`src/rtl/irq_ctrl_pkg.sv`:
```
package irq_ctrl_pkg;
  localparam int REG_AW      = 4;
  localparam int REG_DW      = 32;
  localparam int NUM_BANKS   = 3;
  localparam int LOCAL_LINES = 8;
  localparam int PER_LINES   = 32;

  localparam logic [REG_AW-1:0] A_SUMMARY  = 4'd0;
  localparam logic [REG_AW-1:0] A_PEND_BASE = 4'd1;
  localparam logic [REG_AW-1:0] A_SET_BASE  = 4'd4;
  localparam logic [REG_AW-1:0] A_CLR_BASE  = 4'd8;

  typedef struct packed {
    logic              valid;
    logic              write;
    logic [REG_AW-1:0] addr;
    logic [REG_DW-1:0] wdata;
  } reg_req_t;
endpackage

```
`src/rtl/irq_en_bank.sv`:
```
module irq_en_bank
  import irq_ctrl_pkg::*;
#(
  parameter int LINES   = 32,
  parameter int BANK_ID = 0
) (
  input  logic             clk,
  input  logic             rst,
  input  reg_req_t         req,
  input  logic [LINES-1:0] level_i,
  output logic [LINES-1:0] en_o,
  output logic [LINES-1:0] pend_o
);
  localparam logic [REG_AW-1:0] SET_ADDR = A_SET_BASE + REG_AW'(BANK_ID);
  localparam logic [REG_AW-1:0] CLR_ADDR = A_CLR_BASE + REG_AW'(BANK_ID);

  logic [LINES-1:0] en_q;
  logic             set_hit, clr_hit;

  assign set_hit = req.valid && req.write && (req.addr == SET_ADDR);
  assign clr_hit = req.valid && req.write && (req.addr == CLR_ADDR);

  always_ff @(posedge clk) begin
    if (rst) begin
      en_q <= '0;
    end else if (set_hit) begin
      en_q <= en_q | req.wdata[LINES-1:0];
    end else if (clr_hit) begin
      en_q <= en_q & ~req.wdata[LINES-1:0];
    end
  end

  assign en_o   = en_q;
  assign pend_o = level_i & en_q;
endmodule

```
`src/rtl/irq_summary.sv`:
```
module irq_summary
  import irq_ctrl_pkg::*;
#(
  parameter int          N_SC1   = 5,
  parameter int          N_SC2   = 6,
  parameter logic [24:0] SC1_SEL = {5'd19, 5'd18, 5'd10, 5'd9, 5'd7},
  parameter logic [29:0] SC2_SEL = {5'd30, 5'd25, 5'd24, 5'd23, 5'd22, 5'd21}
) (
  input  logic [LOCAL_LINES-1:0] pend0_i,
  input  logic [PER_LINES-1:0]   pend1_i,
  input  logic [PER_LINES-1:0]   pend2_i,
  output logic [REG_DW-1:0]      summary_o
);
  localparam int SC1_LSB = LOCAL_LINES + 2;
  localparam int SC2_LSB = SC1_LSB + N_SC1;
  localparam int USED    = SC2_LSB + N_SC2;

  logic [N_SC1-1:0] sc1;
  logic [N_SC2-1:0] sc2;

  for (genvar i = 0; i < N_SC1; i++) begin : g_sc1
    assign sc1[i] = pend1_i[SC1_SEL[5*i +: 5]];
  end
  for (genvar j = 0; j < N_SC2; j++) begin : g_sc2
    assign sc2[j] = pend2_i[SC2_SEL[5*j +: 5]];
  end

  always_comb begin
    summary_o = '0;
    summary_o[LOCAL_LINES-1:0]     = pend0_i;
    summary_o[LOCAL_LINES]         = |pend1_i;
    summary_o[LOCAL_LINES+1]       = |pend2_i;
    summary_o[SC1_LSB +: N_SC1]    = sc1;
    summary_o[SC2_LSB +: N_SC2]    = sc2;
  end

  if (USED > REG_DW) begin : g_bad_width
    initial $error("summary fields exceed data width");
  end
endmodule

```
`src/rtl/banked_irq_ctrl.sv`:
```
module banked_irq_ctrl
  import irq_ctrl_pkg::*;
(
  input  logic                   clk,
  input  logic                   rst,
  input  logic                   bus_valid,
  input  logic                   bus_write,
  input  logic [REG_AW-1:0]      bus_addr,
  input  logic [REG_DW-1:0]      bus_wdata,
  output logic [REG_DW-1:0]      bus_rdata,
  input  logic [LOCAL_LINES-1:0] src_local_i,
  input  logic [PER_LINES-1:0]   src_per1_i,
  input  logic [PER_LINES-1:0]   src_per2_i,
  output logic                   irq_o
);
  reg_req_t req;
  assign req = '{valid: bus_valid, write: bus_write, addr: bus_addr, wdata: bus_wdata};

  logic [LOCAL_LINES-1:0] en0, pend0;
  logic [PER_LINES-1:0]   en1, pend1, en2, pend2;
  logic [3*REG_DW-1:0]    en_all;
  logic [REG_DW-1:0]      summary, rd_mux, rdata_q;
  logic                   irq_q;

  irq_en_bank #(.LINES(LOCAL_LINES), .BANK_ID(0)) u_bank0 (
    .clk(clk), .rst(rst), .req(req), .level_i(src_local_i), .en_o(en0), .pend_o(pend0));
  irq_en_bank #(.LINES(PER_LINES), .BANK_ID(1)) u_bank1 (
    .clk(clk), .rst(rst), .req(req), .level_i(src_per1_i), .en_o(en1), .pend_o(pend1));
  irq_en_bank #(.LINES(PER_LINES), .BANK_ID(2)) u_bank2 (
    .clk(clk), .rst(rst), .req(req), .level_i(src_per2_i), .en_o(en2), .pend_o(pend2));

  irq_summary u_summary (
    .pend0_i(pend0), .pend1_i(pend1), .pend2_i(pend2), .summary_o(summary));

  assign en_all = {en2, en1, {(REG_DW-LOCAL_LINES){1'b0}}, en0};

  always_comb begin
    rd_mux = '0;
    unique case (bus_addr)
      A_SUMMARY:        rd_mux = summary;
      A_PEND_BASE:      rd_mux = REG_DW'(pend0);
      A_PEND_BASE + 1:  rd_mux = pend1;
      A_PEND_BASE + 2:  rd_mux = pend2;
      A_SET_BASE, A_CLR_BASE:         rd_mux = REG_DW'(en0);
      A_SET_BASE + 1, A_CLR_BASE + 1: rd_mux = en1;
      A_SET_BASE + 2, A_CLR_BASE + 2: rd_mux = en2;
      default:          rd_mux = '0;
    endcase
  end

  always_ff @(posedge clk) begin
    if (rst) begin
      rdata_q <= '0;
      irq_q   <= 1'b0;
    end else begin
      if (bus_valid && !bus_write) rdata_q <= rd_mux;
      irq_q <= (|pend0) | (|pend1) | (|pend2);
    end
  end

  assign bus_rdata = rdata_q;
  assign irq_o     = irq_q;
endmodule

```
`config.mk`:
```
export PLATFORM = sky130hd
export DESIGN_NAME = banked_irq_ctrl
export DESIGN_NICKNAME = d
export VERILOG_FILES = /design/src/rtl/irq_ctrl_pkg.sv /design/src/rtl/irq_en_bank.sv /design/src/rtl/irq_summary.sv /design/src/rtl/banked_irq_ctrl.sv
export SDC_FILE = /design/constraint.sdc
export NUM_CORES = 1
export LEC_CHECK = 0
export ABC_AREA = 1
export BUFFER_PORTS_ARGS = -buffer_cell sky130_fd_sc_hd__clkbuf_2
export CORE_MARGIN = 5
export CORE_UTILIZATION = 58
export DETAILED_ROUTE_END_ITERATION = 16
export PLACE_DENSITY = 0.95
export SYNTH_ARGS = -nofsm -noshare
export SYNTH_HDL_FRONTEND = slang
export SYNTH_SLANG_ARGS = --single-unit
```
`constraint.sdc`:
```
create_clock -name clk -period 3.9 [get_ports clk]
set_input_delay 0.78 -clock clk [delete_from_list [all_inputs] [get_ports clk]]
set_output_delay 0.78 -clock clk [all_outputs]
set_load 0.05 [all_outputs]
```
==> flow_summary.yaml <==
setup_path:
  worstPathArrival_ns: 2.63
  crit_type: "in2reg"
  cp_slowest_cell: "nor2_1"
  r2r_setup_slack_ns: 2.53
  critPathRequiredTime_ns: 4.22
  reg2regPathDepth: 10
  cpPeakStageDelay_ns: 0.89
  r2r-end: "bus_rdata[8]"
  endpoint_kind: "flop"
  cp_cell_sequence: "clkbuf_2 > inv_1 > nand2_1 > nor2_1 > nand3_1 > o2111ai_1 > nand2_1 > a21oi_1"
  crit_top_cell: "nand2_1"
  crit_path_start_kind: "input pin"
  crit_fanout: 12
global_routing:
  antenna_found_initial: 0
  grt.overflow.total: 0
  grt_pass1_wl_um: 30300
  grt_usage: 0.328
  grt_max_degree: 60
  grt_pass1_vias: 6172
floorplanning:
  die_h_um: 108
  initial_core_util: 0.601
  ios: 145
  coreArea_sq_um: 9330
  row_count: 35
  die_area_sq_um: 11700
  fp.dieW_um: 108
detailed_routing:
  first_iter_violations: 958
  vias_per_cell: 5.91
  drc: 0
  wl_um: 19500
  via_count: 6739
  drtAntennaViolNets: 0
  drt_first_pass_iters: 6
  avgRoutedWirePerCell_um: 17.1
clock_network:
  cts_buffer_depth: 2
  cts.root.buffer_cell: "clkbuf_8"
  h-tree-depth: 3
  clkLatencyLatePin_ns: 0.38
  cts.repair.resized: 0
  cts-hold-fix-buffers: 0
  clk_pin_slew_worst_paths_ns: 0.11
  post_cts_buffers: 0
  cts_tree: "built"
  clock_sinks: 105
  numCtsBuffers: 9
power:
  seqPwrFrac: 0.567
  powerDensity_nw_per_um2: 292
  peakVddDrop_mv: 0.169
  p_int_uw: 1370
  p_leak_uw: 0.00261
  power.switching_uw: 533
  swShare: 0.281
  combPwrFrac: 0.098
  p_clk_frac: 0.335
run:
  drv_cap: 0
min_path:
  hold_class: "reg2reg"
  min_path_cells: 2
  worstHoldStart: "bus_rdata[5]"
  hold_end: "bus_rdata[5]"
synthesis:
  synthCells: 890
  yosys.cell_count.top_type: "nand2_1"
  yosysUniqueCellTypes: 27
  synth.largest_area_cell: "dfxtp_1"
  yosysSeqAreaShare: 0.375
  yosys_warnings: 0
  synth_fp_nets: 1002
  synthFlopType: "dfxtp_1"
  synth_top_area_frac: 0.375
  synthTopCellsByCount: "nand2_1 (368), dfxtp_1 (105), nand3_1 (94), a21oi_1 (92), nor2_1 (76)"
  ys_ff_latch: 105
  synth_edf_count: 0
  synth_area_per_cell_sq_um: 6.30
  synthesis.area_sq_um: 5610
  synth_area_leaders: "dfxtp_1 (37%), nand2_1 (25%), nand3_1 (8.4%), a21oi_1 (8.2%), nor2_1 (5.1%)"
  postSynth.asyncResetShare: 0
final_layout:
  area.sequential_sq_um: 2100
  nets: 1118
  instances_no_fill: 1140
  fillerInstances: 824
  drive_above_1_share: 0.180
  syn_to_final_growth_pct: 16.0
  multi_input_area_sq_um: 3150
  insertedDiodeCount: 0
placed_design:
  preCtsSetupSlack_ns: 1.26
  io_buffers: 144
  dp_cells: 1124
  dpl.hpwl_um: 13700
  gp_congestion: 0.999
timing:
  finalHoldViolations: 0
  rsz0062_at_grt: "no"
  worstMarginPinSlew_ns: 1.12
  maxSlewHeadroom: 0.253
  fin_ws_ns: 1.59
  slew_viol_final: 0
  final.setup.tns_ns: 0
  period_share: 0.593
  clock_skew_ns: 0.0127
  fmax_mhz: 432
  setup_viol: 0
  fin_crit_ns: 2.31
status:
  status: "finished clean"
cells in the final DEF (no fill, tap or decap), drive strengths merged:
cell type,synthesis,layout
buf,26,9
nor2,79,79
nor4,1,1
inv,32,33
nor3,2,2
clkinv,0,1
dfxtp,105,105
nand2,372,372
nand3,94,94
a21oi,92,92
nand4,2,2
o221ai,2,2
o21ai,14,14
clkinvlp,0,4
clkbuf,21,153
a211oi,14,14
o22ai,17,17
o2111ai,8,8
o211ai,8,8
or2,1,1
cells by family after synthesis:
logic type,Yosys count,share of synthesized area
AOI/OAI and AO/OA,155,0.159
buffers and inverters,79,0.0665
DFF,105,0.375
and+or+nand+nor,551,0.400
how the worst max path moves through the flow:
stage,startpoint,to,cells after the start
after CTS,bus_addr[0],bus_rdata[30],8
final,bus_addr[0],bus_rdata[31],8
after global routing,bus_addr[0],bus_rdata[23],8
after detailed placement,bus_addr[0],bus_rdata[30],8
after global placement,bus_addr[0],bus_rdata[25],8
after floorplan,bus_addr[3],bus_rdata[0],10
worst max-delay path: cells and delay by family:
family | cells | cell delay [ns]
buffers and inverters | 2 | 0.24
AND/OR/NAND/NOR | 4 | 1.29
AO/OA/AOI/OAI | 2 | 0.32
metrics by stage:
step	utilization	cell area, sq um	power (uW)	hold slack (ns)
floorplan	-	5610	1170	0.452
global placement	0.679	6330	1280	0.452
detailed placement	0.679	6330	1280	0.455
CTS	0.697	6500	1880	0.471
global route	0.697	6500	1940	0.490
finish	0.697	6500	1900	0.471
cell type report:
cell class                      count  share of cell area
Sequential cell                   105               0.323
Clock inverter                      6             0.00673
Timing Repair Buffer              152               0.122
Clock buffer                       10              0.0196
Tap cell                          129              0.0248
Multi-Input combinational cell    706               0.485
Inverter                           32              0.0185
power groups by stage:
stage	clock, uW	combinational (uW)	sequential, uW
CTS	626	179	1080
floorplan	0	70.9	1100
finish	637	186	1080
global placement	0	178	1100
detailed placement	0	178	1100
global route	672	197	1080
layer usage:
metal | routed length (um) | vias to the layer above | global-route usage
met1 | 7450 | 2969 | 0.442
met5 | 0 | - | 0
met3 | 2660 | 99 | 0.0746
met2 | 8440 | 498 | 0.498
met4 | 906 | 0 | 0.155
li1 | - | 3173 | -
(Power assumes the default switching activity.)
